==> src/rtl/ucode_pkg.sv <==
package ucode_pkg;

  localparam int SEQ_W = 2;

  typedef enum logic [SEQ_W-1:0] {
    SEQ_FETCH = 2'b00,
    SEQ_DISP1 = 2'b01,
    SEQ_DISP2 = 2'b10,
    SEQ_NEXT  = 2'b11
  } seq_e;

  // Control word: {alu_op[1:0], src_a, src_b[1:0], reg_wr, reg_dst, mem_to_reg,
  //                mem_rd, i_or_d, ir_wr, mem_wr, pc_src[1:0], pc_wr, pc_wr_cond}
  typedef struct packed {
    logic [1:0] alu_op;
    logic       src_a;
    logic [1:0] src_b;
    logic       reg_wr;
    logic       reg_dst;
    logic       mem_to_reg;
    logic       mem_rd;
    logic       i_or_d;
    logic       ir_wr;
    logic       mem_wr;
    logic [1:0] pc_src;
    logic       pc_wr;
    logic       pc_wr_cond;
  } ctrl_t;

  localparam int CTRL_BITS = $bits(ctrl_t);
  localparam int WORD_BITS = CTRL_BITS + SEQ_W;

  function automatic logic [WORD_BITS-1:0] store_word(input int a);
    ctrl_t c;
    seq_e  s;
    c = '0;
    s = SEQ_FETCH;
    case (a)
      0: begin c.src_b = 2'b01; c.mem_rd = 1'b1; c.ir_wr = 1'b1; c.pc_wr = 1'b1; s = SEQ_NEXT; end
      1: begin c.src_b = 2'b11; s = SEQ_DISP1; end
      2: begin c.src_a = 1'b1; c.src_b = 2'b10; s = SEQ_DISP2; end
      3: begin c.mem_rd = 1'b1; c.i_or_d = 1'b1; s = SEQ_NEXT; end
      4: begin c.reg_wr = 1'b1; c.mem_to_reg = 1'b1; end
      5: begin c.mem_wr = 1'b1; c.i_or_d = 1'b1; end
      6: begin c.alu_op = 2'b10; c.src_a = 1'b1; s = SEQ_NEXT; end
      7: begin c.reg_wr = 1'b1; c.reg_dst = 1'b1; end
      8: begin c.alu_op = 2'b01; c.src_a = 1'b1; c.pc_src = 2'b01; c.pc_wr_cond = 1'b1; end
      9: begin c.pc_src = 2'b10; c.pc_wr = 1'b1; end
      default: ; // unused words: no control, back to fetch
    endcase
    return {c, s};
  endfunction

  // Returns {hit, target}
  function automatic logic [4:0] disp_entry(input int tbl, input int op);
    logic [4:0] r;
    r = '0;
    if (tbl == 1) begin
      case (op)
        'b100011: r = {1'b1, 4'd2};
        'b101011: r = {1'b1, 4'd2};
        'b000000: r = {1'b1, 4'd6};
        'b000100: r = {1'b1, 4'd8};
        'b000010: r = {1'b1, 4'd9};
        default:  r = '0;
      endcase
    end else begin
      case (op)
        'b100011: r = {1'b1, 4'd3};
        'b101011: r = {1'b1, 4'd5};
        default:  r = '0;
      endcase
    end
    return r;
  endfunction

endpackage

==> src/rtl/ucode_store.sv <==
module ucode_store
  import ucode_pkg::*;
#(
  parameter int ADDR_W = 4,
  parameter int CTRL_W = 16
) (
  input  logic [ADDR_W-1:0] addr_i,
  output logic [CTRL_W-1:0] ctrl_o,
  output seq_e              seq_o
);
  localparam int DEPTH  = 1 << ADDR_W;
  localparam int WORD_W = CTRL_W + SEQ_W;

  logic [WORD_W-1:0] rom [DEPTH];
  logic [WORD_W-1:0] word;

  for (genvar i = 0; i < DEPTH; i++) begin : g_word
    assign rom[i] = WORD_W'(store_word(i));
  end

  assign word   = rom[addr_i];
  assign ctrl_o = word[WORD_W-1:SEQ_W];
  assign seq_o  = seq_e'(word[SEQ_W-1:0]);
endmodule

==> src/rtl/ucode_dispatch.sv <==
module ucode_dispatch
  import ucode_pkg::*;
#(
  parameter int OP_W     = 6,
  parameter int ADDR_W   = 4,
  parameter int TABLE_ID = 1
) (
  input  logic [OP_W-1:0]   op_i,
  output logic [ADDR_W-1:0] tgt_o,
  output logic              hit_o
);
  localparam int ENTRIES = 1 << OP_W;
  localparam int ENT_W   = ADDR_W + 1;

  logic [ENT_W-1:0] tbl [ENTRIES];
  logic [ENT_W-1:0] ent;

  for (genvar i = 0; i < ENTRIES; i++) begin : g_ent
    assign tbl[i] = ENT_W'(disp_entry(TABLE_ID, i));
  end

  assign ent   = tbl[op_i];
  assign hit_o = ent[ADDR_W];
  assign tgt_o = ent[ADDR_W-1:0];
endmodule

==> src/rtl/ucode_next_sel.sv <==
module ucode_next_sel
  import ucode_pkg::*;
#(
  parameter int ADDR_W = 4
) (
  input  logic [ADDR_W-1:0]      uaddr_i,
  input  seq_e                   seq_i,
  input  logic [1:0]             hit_i,
  input  logic [1:0][ADDR_W-1:0] tgt_i,
  output logic [ADDR_W-1:0]      nxt_o,
  output logic                   illegal_o
);
  always_comb begin
    nxt_o     = '0;
    illegal_o = 1'b0;
    case (seq_i)
      SEQ_NEXT:  nxt_o = uaddr_i + 1'b1;
      SEQ_DISP1: begin
        nxt_o     = hit_i[0] ? tgt_i[0] : '0;
        illegal_o = ~hit_i[0];
      end
      SEQ_DISP2: begin
        nxt_o     = hit_i[1] ? tgt_i[1] : '0;
        illegal_o = ~hit_i[1];
      end
      default:   nxt_o = '0;
    endcase
  end
endmodule

==> src/rtl/ucode_sequencer.sv <==
module ucode_sequencer
  import ucode_pkg::*;
#(
  parameter int UADDR_W  = 4,
  parameter int OPCODE_W = 6,
  parameter int CTRL_W   = 16
) (
  input  logic                clk_i,
  input  logic                rst_ni,
  input  logic [OPCODE_W-1:0] opcode_i,
  output logic [CTRL_W-1:0]   ctrl_o,
  output logic [UADDR_W-1:0]  uaddr_o,
  output logic                bad_op_o
);
  logic [UADDR_W-1:0]      uaddr_q, uaddr_d;
  logic                    bad_q, bad_d;
  seq_e                    seq;
  logic [1:0]              hit;
  logic [1:0][UADDR_W-1:0] tgt;

  ucode_store #(.ADDR_W(UADDR_W), .CTRL_W(CTRL_W)) u_store (
    .addr_i (uaddr_q),
    .ctrl_o (ctrl_o),
    .seq_o  (seq)
  );

  for (genvar t = 0; t < 2; t++) begin : g_disp
    ucode_dispatch #(.OP_W(OPCODE_W), .ADDR_W(UADDR_W), .TABLE_ID(t + 1)) u_disp (
      .op_i  (opcode_i),
      .tgt_o (tgt[t]),
      .hit_o (hit[t])
    );
  end

  ucode_next_sel #(.ADDR_W(UADDR_W)) u_next (
    .uaddr_i   (uaddr_q),
    .seq_i     (seq),
    .hit_i     (hit),
    .tgt_i     (tgt),
    .nxt_o     (uaddr_d),
    .illegal_o (bad_d)
  );

  always_ff @(posedge clk_i or negedge rst_ni) begin
    if (!rst_ni) begin
      uaddr_q <= '0;
      bad_q   <= 1'b0;
    end else begin
      uaddr_q <= uaddr_d;
      bad_q   <= bad_d;
    end
  end

  assign uaddr_o  = uaddr_q;
  assign bad_op_o = bad_q;
endmodule

==> config.mk <==
export PLATFORM = sky130hd
export DESIGN_NAME = ucode_sequencer
export DESIGN_NICKNAME = d
export VERILOG_FILES = /design/src/rtl/ucode_pkg.sv /design/src/rtl/ucode_store.sv /design/src/rtl/ucode_dispatch.sv /design/src/rtl/ucode_next_sel.sv /design/src/rtl/ucode_sequencer.sv
export SDC_FILE = /design/constraint.sdc
export NUM_CORES = 1
export LEC_CHECK = 0
export BUFFER_PORTS_ARGS = -buffer_cell sky130_fd_sc_hd__buf_2
export CORE_AREA = 2 2 39 41
export CTS_BUF_LIST = sky130_fd_sc_hd__clkbuf_8 sky130_fd_sc_hd__clkbuf_16
export DETAILED_ROUTE_END_ITERATION = 8
export DIE_AREA = 0 0 41 43
export PLACE_DENSITY_LB_ADDON = 0.08
export SLEW_MARGIN = 40
export SYNTH_ARGS = -nofsm -noshare
export SYNTH_HDL_FRONTEND = slang
export SYNTH_SLANG_ARGS = --single-unit
==> constraint.sdc <==
create_clock -name clk_i -period 2.6 [get_ports clk_i]
set_input_delay 0.13 -clock clk_i [delete_from_list [all_inputs] [get_ports clk_i]]
set_output_delay 0.13 -clock clk_i [all_outputs]
set_load 0.02 [all_outputs]
==> out/qor.yml, run 1 <==
status: "finished, final reports clean"
wl_per_cell_um: 10.9
required_ns: 2.70
die-area_sq_um: 1760
r2r_start: "uaddr_o[0]"
p_clk_frac: 0.152
maxCapViolCount: 0
grt_usage: 0.166
yosysMostFrequentCell: "ha_1"
cts.sinks: 5
min-delay-start: "opcode_i[3]"
synth-edff-count: 0
p_switching_w: 0.000490
swShare: 0.504
drive_above_1_share: 0.330
chipHeight_um: 43
multiInputGateArea_sq_um: 454
combPwrFrac: 0.696
dp_hpwl_mm: 1.07
cts_tree: "yes"
placed_cell_area_sq_um: 754
power_frac_seq: 0.152
vias: 587
p_leak_nw: 0.449
finalMaxSlewViolations: 0
ff_latch_area_sq_um: 125
postSynth.asyncResetShare: 1.00
synth_nets: 92
intPower_w: 0.000483
numCtsBuffers: 3
setup_viol: 0
synth_area_leaders: "ha_1 22%, dfrtp_1 20%, and2_1 9.2%"
synth_area_per_cell_sq_um: 8.42
nNetsFinal: 123
finalHoldViolations: 0
cts_root_buf: "clkbuf_8"
ir_worst_vdd_mv: 0.446
grt_pass1_wl_mm: 1.99
die_w_um: 41
ys_seq_area_frac: 0.204
max_slew_margin: 0.765
drc_errors: 0
worst_slew_pin_slew_ns: 0.352
max_stage_delay_ns: 0.42
setup_tns_ns: 0
synthToLayoutAreaGrowth_pct: 32.0
nFillCells: 144
ioPinCount: 29
finClkSkew_ns: 0.00558
synth_top_area_cell: "ha_1"
grt_pass1_vias: 495
grt_start_max_net_pins: 13
rsz0062_at_grt: "false"
critPathMaxFanout: 6
critPathKind: "flip-flop to flip-flop"
holdPathStages: 3
stdcell_area_sq_um: 811
dr.pass1.iters: 4
yosysTopAreaCellShare: 0.224
drtIter0Drc: 9
start_util: 0.444
r2r_end: "uaddr_o[1]"
drt_wl_total_mm: 1.30
ys_seq_elements: 5
timing.critical_path.mode_cell: "ha_1"
cts_buffer_depth: 2
crit_chain: "inv_1 > ha_1 > nand2_1 > o21ai_0 > and2_1 > ha_1 > nor2b_1 > o211ai_1 > a31oi_1"
grt_overflow_total: 0
worst_setup_path_end_kind: "flip-flop"
hold_path_class: "primary input to flip-flop"
design.core.area_sq_um: 1380
fin_crit_ns: 1.90
worstRegToRegCells: 9
yosys-top-cells-count: "11 x ha_1, 9 x and2_1, 6 x nand2_1, 6 x nor2b_1, 5 x dfrtp_1"
yosysWarnings: 0
synth.distinct_cells: 28
min_delay_worst_endpoint: "uaddr_o[2]"
postRouteAntennaNets: 0
clkLatencyLatePin_ns: 0.23
portBuffers: 28
finalCritPeriodShare: 0.729
gp_congestion: 0.815
clkSlewWorstSetupHoldPaths_ns: 0.04
diodes: 0
syn_inst: 73
rrSetupSlack_ns: 0.70
antenna_found_initial: 0
crit_slowest_cell: "dfrtp_1"
worstPathArrival_ns: 2.00
powerDensity_nw_per_um2: 1200
syn_area_sq_um: 614
synth_flop_cell: "dfrtp_1"
dp.cells: 114
rows: 14
viasPerCell: 4.93
startpoint_type: "flip-flop"
cts_max_level: 1
stdcell_count: 119
fmax_ghz: 0.528
## through the flow
stage / utilization / power [W] / setup WS (ns) / hold WS [ns]
2_1_floorplan: - / 0.000642 / 0.729 / -0.166
3_3_place_gp: 0.545 / 0.000829 / 0.722 / -0.0504
3_5_place_dp: 0.545 / 0.000828 / 0.711 / -0.0483
4_1_cts: 0.586 / 0.000986 / 0.699 / 0.224
5_1_grt: 0.586 / 0.00107 / 0.505 / 0.262
6_report: 0.586 / 0.000973 / 0.705 / 0.228
## worst max-delay path, delay by kind of cell, from the launching register on
kind	cells	cell delay (ns)
adder cells (fa/ha/maj)	2	0.45
buffers and inverters	1	0.13
AO/OA/AOI/OAI	3	0.36
AND/OR/NAND/NOR	3	0.41
flip-flops	1	0.42
## how the worst max path moves through the flow
| stage | startpoint | to | slack, ns | cells past startpoint |
|---|---|---|---|---|
| finish | uaddr_o[0] | uaddr_o[1] | 0.70 | 9 |
| global route | uaddr_o[1] | uaddr_o[1] | 0.50 | 8 |
| CTS | uaddr_o[0] | uaddr_o[1] | 0.70 | 9 |
| detailed placement | uaddr_o[0] | uaddr_o[1] | 0.71 | 9 |
| global placement | uaddr_o[0] | uaddr_o[1] | 0.72 | 9 |
| floorplan | uaddr_o[0] | uaddr_o[1] | 0.73 | 9 |
## state kept, by name (all words and copies together) (netlist names)
name      cells
bad_op_o      1
uaddr_o       4
## cell usage in the layout, fill, tap and decap left out, drive strengths merged, types with 3 or more instances in the layout
| master | count |
|---|---|
| buf | 28 |
| ha | 11 |
| and2 | 9 |
| nand2 | 6 |
| nor2b | 6 |
| dfrtp | 5 |
| inv | 4 |
| nand3 | 4 |
| nor2 | 3 |
| clkbuf | 3 |
## power groups by stage
stage,logic (W),registers (W),clock network [W]
3_3_place_gp,0.000680,0.000148,0
4_1_cts,0.000685,0.000148,0.000153
2_1_floorplan,0.000480,0.000162,0
3_5_place_dp,0.000679,0.000149,0
5_1_grt,0.000756,0.000157,0.000155
6_report,0.000677,0.000148,0.000148
## routing by layer
layer,wire length (um),vias to the layer above,share of wire,GRT usage
met5,0,-,0,0
met4,24,0,0.018,0.100
met3,47,2,0.036,0.0157
met2,583,14,0.45,0.241
met1,646,263,0.50,0.225
li1,-,308,-,-
## what timing repair did
| item | 4_1_cts | 5_1_grt |
|---|---|---|
| hold buffers | 1 | 0 |
| endpoints found under the hold margin | 5 | 0 |
| setup buffers | 0 | 0 |
| resized for setup | 0 | 0 |
## cells by family after synthesis
group	Yosys count	share of synthesized area
adder cells (fa/ha/maj)	11	0.224
flip-flops	5	0.204
XOR/XNOR	2	0.0285
buffers and inverters	7	0.0570
AND/OR/NAND/NOR	35	0.340
AO/OA/AOI/OAI	12	0.130
multiplexers	1	0.0163
## layout make-up
| class | count | area share |
|---|---|---|
| Clock buffer | 3 | 0.0509 |
| Timing Repair Buffer | 29 | 0.185 |
| Inverter | 4 | 0.0185 |
| Sequential cell | 5 | 0.154 |
| Clock inverter | 1 | 0.00617 |
| Tap cell | 16 | 0.0247 |
| Multi-Input combinational cell | 61 | 0.560 |
Power figures use the tool's default switching activity.
==> run 2: changes to the inputs <==
--- a/config.mk
+++ b/config.mk
@@ -5,11 +5,12 @@
 export SDC_FILE = /design/constraint.sdc
 export NUM_CORES = 1
 export LEC_CHECK = 0
+export ABC_AREA = 1
 export BUFFER_PORTS_ARGS = -buffer_cell sky130_fd_sc_hd__buf_2
-export CORE_AREA = 2 2 39 41
+export CORE_MARGIN = 2
+export CORE_UTILIZATION = 46
 export CTS_BUF_LIST = sky130_fd_sc_hd__clkbuf_8 sky130_fd_sc_hd__clkbuf_16
 export DETAILED_ROUTE_END_ITERATION = 8
-export DIE_AREA = 0 0 41 43
 export PLACE_DENSITY_LB_ADDON = 0.08
 export SLEW_MARGIN = 40
 export SYNTH_ARGS = -nofsm -noshare
==> constraint.sdc (replaced) <==
create_clock -name clk_i -period 2 [get_ports clk_i]
set_input_delay 0.1 -clock clk_i [delete_from_list [all_inputs] [get_ports clk_i]]
set_output_delay 0.1 -clock clk_i [all_outputs]
set_load 0.02 [all_outputs]
==> run 2 against run 1 <==
Via count is 18% higher. Utilization is 7.2 points higher. Non-clock buffer count is 1 higher. Register-to-register slack worse by 0.45 ns. Sequential cell count stayed put. Area after synthesis is 6.9% higher. Fmax is 8.9% higher. Global-route usage is 3.8 points higher. Synthesized cell count is 37% higher. Hold slack worse by 0.037 ns. Critical endpoint unchanged. Largest cell class unchanged. Highest routed layer unchanged.
==> out/qor.yml, run 2 <==
gp_congestion: 0.877  # +7.6%
power_frac_seq: 0.129  # -0.023
max_slew_margin: 0.839  # +0.0739
die-area_sq_um: 1750  # -0.94%
postCtsSetupBuffers: 0  # unchanged
yosys-top-cells-count: "19 x nor2_1, 16 x inv_1, 16 x nand2_1"
min_delay_worst_endpoint: "uaddr_o[1]"
critical_path_buf_inv_count: 3  # +2
drive_above_1_share: 0.371  # +0.0411
p_switching_w: 0.000757  # +54%
postSynth.asyncResetShare: 1.00  # unchanged
synth_area_per_cell_sq_um: 6.57  # -22%
cts_buffer_depth: 2  # unchanged
fin_crit_ns: 1.74  # -0.155 ns
diodes: 0  # unchanged
crit_slowest_cell: "dfrtp_2"
holdPathStages: 4  # +1
yosysMostFrequentCell: "nor2_1"
synth_nets: 119  # +29%
final_common_cell: "buf_2"
critPathKind: "flip-flop to flip-flop"
combPwrFrac: 0.740  # +0.044
intPower_w: 0.000624  # +29%
synth_flop_cell: "dfrtp_1"
ir_worst_vdd_mv: 0.676  # +51%
critPathMaxFanout: 7  # +1
timing.critical_path.mode_cell: "inv_1"
grt_pass1_vias: 686  # +39%
ff_latch_area_sq_um: 126  # +1.0%
finalMaxSlewViolations: 0  # unchanged
stdcell_area_sq_um: 867  # +6.9%
ys_seq_elements: 5  # unchanged
largest_register_ffs: 4  # unchanged
finalCritPeriodShare: 0.870  # +0.141
chipHeight_um: 41.8  # -2.8%
finClkSkew_ns: 0.00112  # -0.00446 ns
crit_cells: 12  # +3
synthToLayoutAreaGrowth_pct: 32.0  # about the same
worst_setup_path_end_kind: "flip-flop"
status: "finished, final reports clean"
cts_tree: "yes"
min-delay-start: "opcode_i[3]"
worst_slew_pin_slew_ns: 0.241  # -0.111 ns
grt_overflow_total: 0  # unchanged
die_w_um: 41.8  # +1.9%
drc_errors: 0  # unchanged
synth_top_area_cell: "ha_1"
cts.sinks: 5  # unchanged
viasPerCell: 4.71  # -4.4%
synth_area_leaders: "ha_1 21%, dfrtp_1 19%, nor2_1 11%"
portBuffers: 28  # unchanged
setup_tns_ns: 0  # unchanged
clkLatencyLatePin_ns: 0.22  # about the same
rrSetupSlack_ns: 0.26  # -0.45 ns
rsz0062_at_grt: "false"
dr.pass1.iters: 4  # unchanged
p_leak_nw: 0.508  # +13%
final_cell_mix: "28 x buf_2, 19 x nor2_1, 16 x inv_1, 16 x nand2_1, 10 x ha_1"
wl_per_cell_um: 10.3  # -5.9%
numCtsBuffers: 3  # unchanged
multiInputGateArea_sq_um: 444  # -2.2%
drt_wl_total_mm: 1.51  # +16%
crit_family: "flip-flops"
antenna_found_initial: 0  # unchanged
fmax_ghz: 0.575  # +8.9%
synth-edff-count: 0  # unchanged
r2r_end: "uaddr_o[1]"
ioPinCount: 29  # unchanged
yosysTopAreaCellShare: 0.210  # -0.0145
nNetsFinal: 152  # +24%
cts_root_buf: "clkbuf_8"
rows: 13  # -1
drtIter0Drc: 4  # -5
crit_chain: "ha_1 > inv_1 > nor2_2 > a21oi_2 > inv_1 > ha_2 > inv_1 > nor2_2 > nand3_1 > nor2_1 > nor2_1 > a21oi_1"
start_util: 0.499  # +0.0546
r2r_start: "uaddr_o[1]"
powerDensity_nw_per_um2: 1590  # +33%
p_clk_frac: 0.131  # -0.021
worstRegToRegCells: 12  # +3
vias: 693  # +18%
placed_cell_area_sq_um: 808  # +7.1%
cts_max_level: 1  # unchanged
finalHoldViolations: 0  # unchanged
grt_pass1_wl_mm: 2.82  # +41%
required_ns: 2.10  # -0.60 ns
postRouteAntennaNets: 0  # unchanged
worstPathArrival_ns: 1.84  # -0.16 ns
max_stage_delay_ns: 0.44  # +0.02 ns
yosysWarnings: 0  # unchanged
setup_viol: 0  # unchanged
nFillCells: 131  # -9.0%
design.core.area_sq_um: 1320  # -4.8%
clkSlewWorstSetupHoldPaths_ns: 0.04  # about the same
syn_area_sq_um: 657  # +6.9%
syn_inst: 100  # +37%
grt_usage: 0.204  # +0.0379
grt_start_max_net_pins: 8  # -5
startpoint_type: "flip-flop"
hold_path_class: "primary input to flip-flop"
dp_hpwl_mm: 1.30  # +22%
synth.distinct_cells: 19  # -32%
ys_seq_area_frac: 0.190  # -0.0132
swShare: 0.548  # +0.0441
maxCapViolCount: 0  # unchanged
## run 2: logic make-up after synthesis
logic type | after synthesis | share of synthesized area
simple gates | 52 | 0.360
buf+inv | 22 | 0.137
fa+ha+maj | 11 | 0.210
compound gates | 9 | 0.0895
flops | 5 | 0.190
xor+xnor | 1 | 0.0133
## run 2: how the worst max path moves through the flow
stage               startpoint    endpoint  slack [ns]
floorplan           uaddr_o[0]  uaddr_o[1]        0.05
global placement    uaddr_o[1]  uaddr_o[1]        0.28
detailed placement  uaddr_o[1]  uaddr_o[1]        0.21
CTS                 uaddr_o[1]  uaddr_o[1]        0.20
global route        uaddr_o[0]  uaddr_o[1]       0.003
finish              uaddr_o[1]  uaddr_o[1]        0.26
## run 2: repair_timing
action,in CTS,in global routing
hold buffers,1,0
gates resized for setup,0,3
endpoints found under the hold margin,5,0
setup endpoints to repair,0,1
## run 2: final cells by class
| class | count | area share |
|---|---|---|
| multi-input cells | 73 | 0.512 |
| flip-flops and latches | 5 | 0.146 |
| inverters | 20 | 0.0866 |
| repair buffers | 30 | 0.182 |
| clock inverters | 1 | 0.00433 |
| clock buffers | 3 | 0.0476 |
| well taps | 15 | 0.0216 |
## run 2: metal layers
layer | vias to the layer above | track usage | wire (um)
met1 | 298 | 0.224 | 616
met5 | - | 0 | 0
met3 | 2 | 0.0304 | 89
met2 | 24 | 0.384 | 797
met4 | 0 | 0.0774 | 9
li1 | 369 | - | -
## run 2: through the flow
step	hold slack, ns	total power, W	instances	setup slack [ns]	util
3_5_place_dp	-0.0812	0.00120	142	0.209	0.613
3_3_place_gp	-0.0829	0.00118	142	0.276	0.613
4_1_cts	0.196	0.00138	147	0.199	0.655
5_1_grt	0.238	0.00152	147	0.00289	0.658
2_1_floorplan	-0.196	0.000903	100	0.0494	-
6_report	0.191	0.00138	147	0.259	0.658
## run 2: power groups by stage
stage	logic, W	registers [W]	clock network (W)
final	0.00102	0.000178	0.000181
after global routing	0.00115	0.000185	0.000190
after detailed placement	0.00102	0.000176	0
after global placement	0.00100	0.000174	0
after floorplan	0.000683	0.000219	0
after CTS	0.00103	0.000175	0.000181
## run 2: worst register-to-register path: cells and delay by family, from the launching register on
family          cells  cell delay [ns]
compound gates      2             0.21
simple gates        5             0.32
fa+ha+maj           2             0.39
buf+inv             3             0.25
flops               1             0.44
